<file path="config.mk">
export PLATFORM = sky130hd
export DESIGN_NAME = xfer_bus_dp
export DESIGN_NICKNAME = d
export VERILOG_FILES = /design/src/rtl/xfer_pkg.sv /design/src/rtl/xfer_ctrl.sv /design/src/rtl/xfer_dp.sv /design/src/rtl/xfer_bus_dp.sv
export SDC_FILE = /design/constraint.sdc
export NUM_CORES = 2
export LEC_CHECK = 0
export BUFFER_PORTS_ARGS = -buffer_cell sky130_fd_sc_hd__clkbuf_2
export CORE_UTILIZATION = 40
export CTS_CLUSTER_SIZE = 14
export DETAILED_ROUTE_END_ITERATION = 12
export REMOVE_ABC_BUFFERS = 1
export SKIP_CTS_REPAIR_TIMING = 1
export SLEW_MARGIN = 10
export SYNTH_ARGS = -nofsm -noshare
export SYNTH_HDL_FRONTEND = slang
export SYNTH_SLANG_ARGS = --single-unit
export TNS_END_PERCENT = 1
</file>
<file path="constraint.sdc">
create_clock -name clk -period 6.5 [get_ports clk]
set_input_delay 0 -clock clk [delete_from_list [all_inputs] [get_ports clk]]
set_output_delay 0 -clock clk [all_outputs]
set_load 0.1 [all_outputs]
</file>
<file path="src/rtl/xfer_pkg.sv">
package xfer_pkg;

  typedef enum logic [1:0] {
    MEM_IDLE  = 2'd0,
    MEM_READ  = 2'd1,
    MEM_WRITE = 2'd2,
    MEM_BAD   = 2'd3
  } memOp_e;

  // Strobes from control to datapath
  typedef struct packed {
    logic memWr;
    logic memRd;
    logic reject;
  } strobe_t;

endpackage

</file>
<file path="src/rtl/xfer_ctrl.sv">
module xfer_ctrl
  import xfer_pkg::*;
#(
  parameter int NUM_GPR = 4
) (
  input  logic                        clk,
  input  logic                        rst,
  input  logic                        aValid,
  input  logic [$clog2(NUM_GPR+3)-1:0] aSrc,
  input  logic [NUM_GPR+1:0]          aDst,
  input  logic                        bValid,
  input  logic [$clog2(NUM_GPR+3)-1:0] bSrc,
  input  logic [NUM_GPR+1:0]          bDst,
  input  logic [1:0]                  memOp,
  output logic [$clog2(NUM_GPR+3)-1:0] busSel,
  output logic [NUM_GPR+1:0]          loadMask,
  output strobe_t                     strobe
);

  localparam int SRC_W  = $clog2(NUM_GPR + 3);
  localparam int DST_W  = NUM_GPR + 2;
  localparam int DR_IDX = NUM_GPR + 1;
  localparam logic [SRC_W-1:0] EXT_CODE = SRC_W'(NUM_GPR + 2);

  logic            aBad, bBad, srcClash, opBad, drClash, rejectC;
  logic            isRd, isWr;
  logic [DST_W-1:0] mergedMask;

  always_comb begin
    aBad       = aValid && (aSrc > EXT_CODE);
    bBad       = bValid && (bSrc > EXT_CODE);
    srcClash   = aValid && bValid && (aSrc != bSrc);
    mergedMask = (aValid ? aDst : '0) | (bValid ? bDst : '0);
    isRd       = (memOp == MEM_READ);
    isWr       = (memOp == MEM_WRITE);
    opBad      = (memOp == MEM_BAD);
    drClash    = (isRd || isWr) && mergedMask[DR_IDX];
    rejectC    = aBad || bBad || srcClash || opBad || drClash;

    busSel        = aValid ? aSrc : bSrc;
    loadMask      = rejectC ? '0 : mergedMask;
    strobe.reject = rejectC;
    strobe.memRd  = !rejectC && isRd;
    strobe.memWr  = !rejectC && isWr;
  end


  mergeOk_chk: assert property (@(posedge clk) disable iff (rst)
    (aValid && bValid && aSrc == bSrc && aSrc <= EXT_CODE && memOp == MEM_IDLE)
      |-> !strobe.reject);


  clashDrop_chk: assert property (@(posedge clk) disable iff (rst)
    (aValid && bValid && aSrc != bSrc)
      |-> (loadMask == '0 && !strobe.memWr && !strobe.memRd));


  drConflict_chk: assert property (@(posedge clk) disable iff (rst)
    (memOp == MEM_WRITE && aValid && aDst[DR_IDX]) |-> !strobe.memWr);

endmodule

</file>
<file path="src/rtl/xfer_dp.sv">
module xfer_dp
  import xfer_pkg::*;
#(
  parameter int NUM_GPR = 4,
  parameter int DATA_W  = 8,
  parameter int ADDR_W  = 8
) (
  input  logic                             clk,
  input  logic                             rst,
  input  logic [$clog2(NUM_GPR+3)-1:0]     busSel,
  input  logic [NUM_GPR+1:0]               loadMask,
  input  strobe_t                          strobe,
  input  logic [DATA_W-1:0]                extData,
  output logic [DATA_W-1:0]                busData,
  output logic [NUM_GPR-1:0][DATA_W-1:0]   gprQ,
  output logic [ADDR_W-1:0]                arQ,
  output logic [DATA_W-1:0]                drQ,
  output logic                             errQ
);

  localparam int SRC_W  = $clog2(NUM_GPR + 3);
  localparam int AR_IDX = NUM_GPR;
  localparam int DR_IDX = NUM_GPR + 1;
  localparam int DEPTH  = 1 << ADDR_W;
  localparam logic [SRC_W-1:0] AR_CODE  = SRC_W'(NUM_GPR);
  localparam logic [SRC_W-1:0] DR_CODE  = SRC_W'(NUM_GPR + 1);
  localparam logic [SRC_W-1:0] EXT_CODE = SRC_W'(NUM_GPR + 2);

  logic [DATA_W-1:0] memArr [DEPTH];
  logic [DATA_W-1:0] memRdData;

  // Bus multiplexer
  always_comb begin
    busData = '0;
    for (int i = 0; i < NUM_GPR; i++) begin
      if (busSel == SRC_W'(i)) busData = gprQ[i];
    end
    if (busSel == AR_CODE)  busData = DATA_W'(arQ);
    if (busSel == DR_CODE)  busData = drQ;
    if (busSel == EXT_CODE) busData = extData;
  end

  assign memRdData = memArr[arQ];

  for (genvar g = 0; g < NUM_GPR; g++) begin : gGpr
    always_ff @(posedge clk) begin
      if (rst)              gprQ[g] <= '0;
      else if (loadMask[g]) gprQ[g] <= busData;
    end


    gprLoad_chk: assert property (@(posedge clk) disable iff (rst)
      loadMask[g] |=> gprQ[g] == $past(busData));
  end

  always_ff @(posedge clk) begin
    if (rst) begin
      arQ  <= '0;
      drQ  <= '0;
      errQ <= 1'b0;
    end else begin
      errQ <= strobe.reject;
      if (loadMask[AR_IDX]) arQ <= busData[ADDR_W-1:0];
      if (loadMask[DR_IDX])  drQ <= busData;
      else if (strobe.memRd) drQ <= memRdData;
    end
  end

  always_ff @(posedge clk) begin
    if (strobe.memWr) memArr[arQ] <= drQ;
  end


  rejectHold_chk: assert property (@(posedge clk) disable iff (rst)
    strobe.reject |=> ($stable(gprQ) && $stable(arQ) && $stable(drQ)));


  memRead_chk: assert property (@(posedge clk) disable iff (rst)
    strobe.memRd |=> drQ == $past(memRdData));


  memWrite_chk: assert property (@(posedge clk) disable iff (rst)
    strobe.memWr |=> memArr[$past(arQ)] == $past(drQ));

endmodule

</file>
<file path="src/rtl/xfer_bus_dp.sv">
module xfer_bus_dp
  import xfer_pkg::*;
#(
  parameter int NUM_GPR = 4,
  parameter int DATA_W  = 8,
  parameter int ADDR_W  = 8
) (
  input  logic                           clk,
  input  logic                           rst,
  input  logic                           slotAValid,
  input  logic [$clog2(NUM_GPR+3)-1:0]   slotASrc,
  input  logic [NUM_GPR+1:0]             slotADst,
  input  logic                           slotBValid,
  input  logic [$clog2(NUM_GPR+3)-1:0]   slotBSrc,
  input  logic [NUM_GPR+1:0]             slotBDst,
  input  logic [1:0]                     memOp,
  input  logic [DATA_W-1:0]              extData,
  output logic [DATA_W-1:0]              busData,
  output logic [NUM_GPR*DATA_W-1:0]      gprFlat,
  output logic [ADDR_W-1:0]              arQ,
  output logic [DATA_W-1:0]              drQ,
  output logic                           errFlag
);

  localparam int SRC_W = $clog2(NUM_GPR + 3);
  localparam int DST_W = NUM_GPR + 2;

  logic [SRC_W-1:0]                 busSel;
  logic [DST_W-1:0]                 loadMask;
  strobe_t                          strobe;
  logic [NUM_GPR-1:0][DATA_W-1:0]   gprQ;

  xfer_ctrl #(.NUM_GPR(NUM_GPR)) u_ctrl (
    .clk      (clk),
    .rst      (rst),
    .aValid   (slotAValid),
    .aSrc     (slotASrc),
    .aDst     (slotADst),
    .bValid   (slotBValid),
    .bSrc     (slotBSrc),
    .bDst     (slotBDst),
    .memOp    (memOp),
    .busSel   (busSel),
    .loadMask (loadMask),
    .strobe   (strobe)
  );

  xfer_dp #(.NUM_GPR(NUM_GPR), .DATA_W(DATA_W), .ADDR_W(ADDR_W)) u_dp (
    .clk      (clk),
    .rst      (rst),
    .busSel   (busSel),
    .loadMask (loadMask),
    .strobe   (strobe),
    .extData  (extData),
    .busData  (busData),
    .gprQ     (gprQ),
    .arQ      (arQ),
    .drQ      (drQ),
    .errQ     (errFlag)
  );

  assign gprFlat = gprQ;

endmodule

</file>
==> results.yml <==
run_status:
  status: "finished with violations"
  violations: "hold timing"
clocking:
  insertion_delay_ns: 0.85
  ctsLongestPathBuffers: 3
  cts-root-buf: "clkbuf_16"
  cts.sinks: 2105
  htree_levels: 4
  path_clk_slew_ns: 0.06
  cts_buffers: 204
  tritoncts: "done"
place:
  dpl-instance-area_um2: 86300
  place_ws_ns: 2.26
  gp_congestion: 0.871
  io_buffer_count: 88
  dp_hpwl_mm: 142
yosys:
  synth_edf_count: 2048
  synth_xor_area_frac: 0.000316
  synthAdderAreaFrac: 0.000452
  async_flop_share: 0
  ys_seq_area_frac: 0.754
  synth_seq_cells: 2105
  yosys.area_share.simple: 0.0372
  ys_types: 85
  yosysWarnings: 0
  netlist_instances: 4090
  synth_area_um2: 83100
  synthMuxAreaShare: 0.156
  avgSynthCellArea_um2: 20.3
  ys.flop_type: "edfxtp_1"
  synth_top_family_by_area: "multiplexers"
  synth_compound_area_frac: 0.0306
sta:
  rsz0062_at_grt: "no"
  hold_violations: 5
  setup_violations: 0
  drv_slew: 0
  relSlewSlack: 0.196
  fmax_mhz: 229
  worst_slew_pin_slew_ns: 1.20
  fin_ws_ns: 2.13
  holdWs_ns: -0.0216
  period_share: 0.672
  post-route-min-period_ns: 4.37
  fin_skew_ns: 0.0388
cells_and_area:
  multi_input_area_um2: 18800
  nFillCells: 17171
  fin_area_um2: 93200
  seqCellArea_um2: 62700
  drive_gt1_frac: 0.223
  synthToLayoutAreaGrowth_pct: 12.2
  nets: 4311
grt:
  antenna_found_initial: 14
  grt_remaining_overflow: 0
  grt_pass1_wl_mm: 326
  grt_max_degree: 136
  grt_pass1_vias: 41975
  grtUsageTotal: 0.220
detailed_routing:
  wire_per_inst_um: 32.5
  drc: 0
  first_pass_iters: 5
  via_per_inst: 5.99
  final_antenna_net_count: 0
  drt_iter0_markers: 5808
  vias: 42786
  drt-total-wl_mm: 232
critical_path:
  timing.rr.end: "u_dp.drQ[6]"
  r2r_slack_ns: 2.13
  crit_path_start_kind: "register"
  cp_max_fo: 40
  critPathKind: "reg2reg"
  rr_worst_depth: 8
  worstSetupEndpointType: "register"
  worstPathArrival_ns: 5.12
  required_ns: 7.25
floorplan:
  rows: 166
  dieArea_um2: 210000
  core_um2: 206000
  io_pins: 89
  start_util: 0.404
  die_w_um: 458
  fp.dieH_um: 458
power:
  ir_drop_mv: 0.227
  leakagePower_uw: 0.0287
  power_density_nw_per_um2: 313
  p_total_uw: 29200
min_path:
  min_path_cells: 7
  hp-class: "in2reg"
  min-delay-start: "extData[1]"
  hold_end: "u_dp.gprQ[9]"
flow_run:
  max_cap_violations: 0
## flip-flops by register name, summed over array words and instances, names as in the netlist, named ones only
name         flops
u_dp.memArr   2048
u_dp.errQ        1
u_dp.arQ         8
u_dp.drQ         8
u_dp.gprQ       32
## where the power goes
part	internal [µW]	switching [µW]	total (µW)
logic	519	1480	2000
registers	15200	147	15300
clock network	6830	5060	11900
## cell usage after synthesis (17+ instances only)
library cell | number | share of area
mux4_1 | 71 | 0.022
nand3_1 | 60 | 0.0036
nand2_1 | 158 | 0.0071
mux2_2 | 29 | 0.0039
a21oi_1 | 48 | 0.0029
edfxtp_1 | 2048 | 0.74
o221ai_1 | 27 | 0.0028
o22ai_1 | 41 | 0.0031
clkbuf_1 | 80 | 0.0036
mux2i_1 | 157 | 0.019
nor2b_1 | 28 | 0.0021
buf_2 | 43 | 0.0026
mux4_2 | 409 | 0.11
nor2_1 | 374 | 0.017
dfxtp_1 | 57 | 0.014
nor3_1 | 17 | 0.0010
a22oi_1 | 75 | 0.0068
a31oi_1 | 17 | 0.0013
buf_6 | 24 | 0.0033
buf_4 | 49 | 0.0044
o21ai_0 | 34 | 0.0020
## area by class of cell
class                           count  area share
Sequential cell                  2105       0.673
Tap cell                         2688      0.0361
Clock inverter                    114      0.0114
Timing Repair Buffer              220      0.0180
Antenna cell                        5    0.000134
Multi-Input combinational cell   1738       0.201
Inverter                            7    0.000282
Clock buffer                      265      0.0603
## layout by cell type (no fill, tap or decap), types with 13 or more instances in the layout
master and instances:
clkinv_2 42, nand3_1 54, o22ai_1 41, edfxtp_1 2048
clkbuf_1 41, mux2i_1 154, buf_4 99, clkbuf_2 88
a31oi_1 17, clkinv_1 42, nor2b_1 26, nor2_1 372
buf_12 15, mux4_2 409, o221ai_1 27, mux2_2 29
clkbuf_16 212, dfxtp_1 44, nor3_1 17, mux4_1 71
a221oi_1 14, nand2_1 158, a211oi_1 16, dlygate4sd3_1 17
bufinv_16 19, a22oi_1 75, a21oi_1 45, dfxtp_4 13
o21ai_0 34
## critical path, stage by stage (launching register included)
cell and delay, ns:
dfxtp_4 0.98, buf_12 0.33, mux4_1 0.28, mux2_2 0.16, a22oi_1 0.14, o2111ai_1 0.75
o21ai_0 0.64, a2111o_1 0.68, o32ai_1 0.30
## worst max-delay path by stage
stage                     startpoint          end  slack, ns  cells after the start
after global routing        register  u_dp.drQ[6]       2.10                      9
after global placement      register  u_dp.drQ[6]       2.25                      9
after floorplan             register  u_dp.drQ[5]     -18.11                      6
after CTS                   register  u_dp.drQ[6]       2.23                      9
after detailed placement    register  u_dp.drQ[6]       2.26                      9
final                       register  u_dp.drQ[6]       2.13                      8
## through the flow
step	std cells	util	hold WS (ns)	setup TNS, ns
6_report	7142	0.453	-0.0216	0
5_1_grt	7138	0.453	0.000667	0
4_1_cts	7120	0.452	-0.289	0
3_5_place_dp	6741	0.420	0.514	0
3_3_place_gp	6740	0.420	0.503	0
2_1_floorplan	3850	-	0.0724	-143.50
## per-layer routing
layer,wire length [µm],global-route usage,vias up
met5,46,0,-
met4,8180,0.0818,6
met3,20900,0.0446,359
met2,108000,0.338,2242
met1,94600,0.309,22850
li1,-,-,17329
## cells by family after synthesis
| kind of cell | Yosys count |
|---|---|
| flops | 2105 |
| xor+xnor | 3 |
| simple gates | 711 |
| fa+ha+maj | 3 |
| mux | 666 |
| compound gates | 355 |
| buf+inv | 247 |
Note: power is estimated with default switching activity, not from simulation.
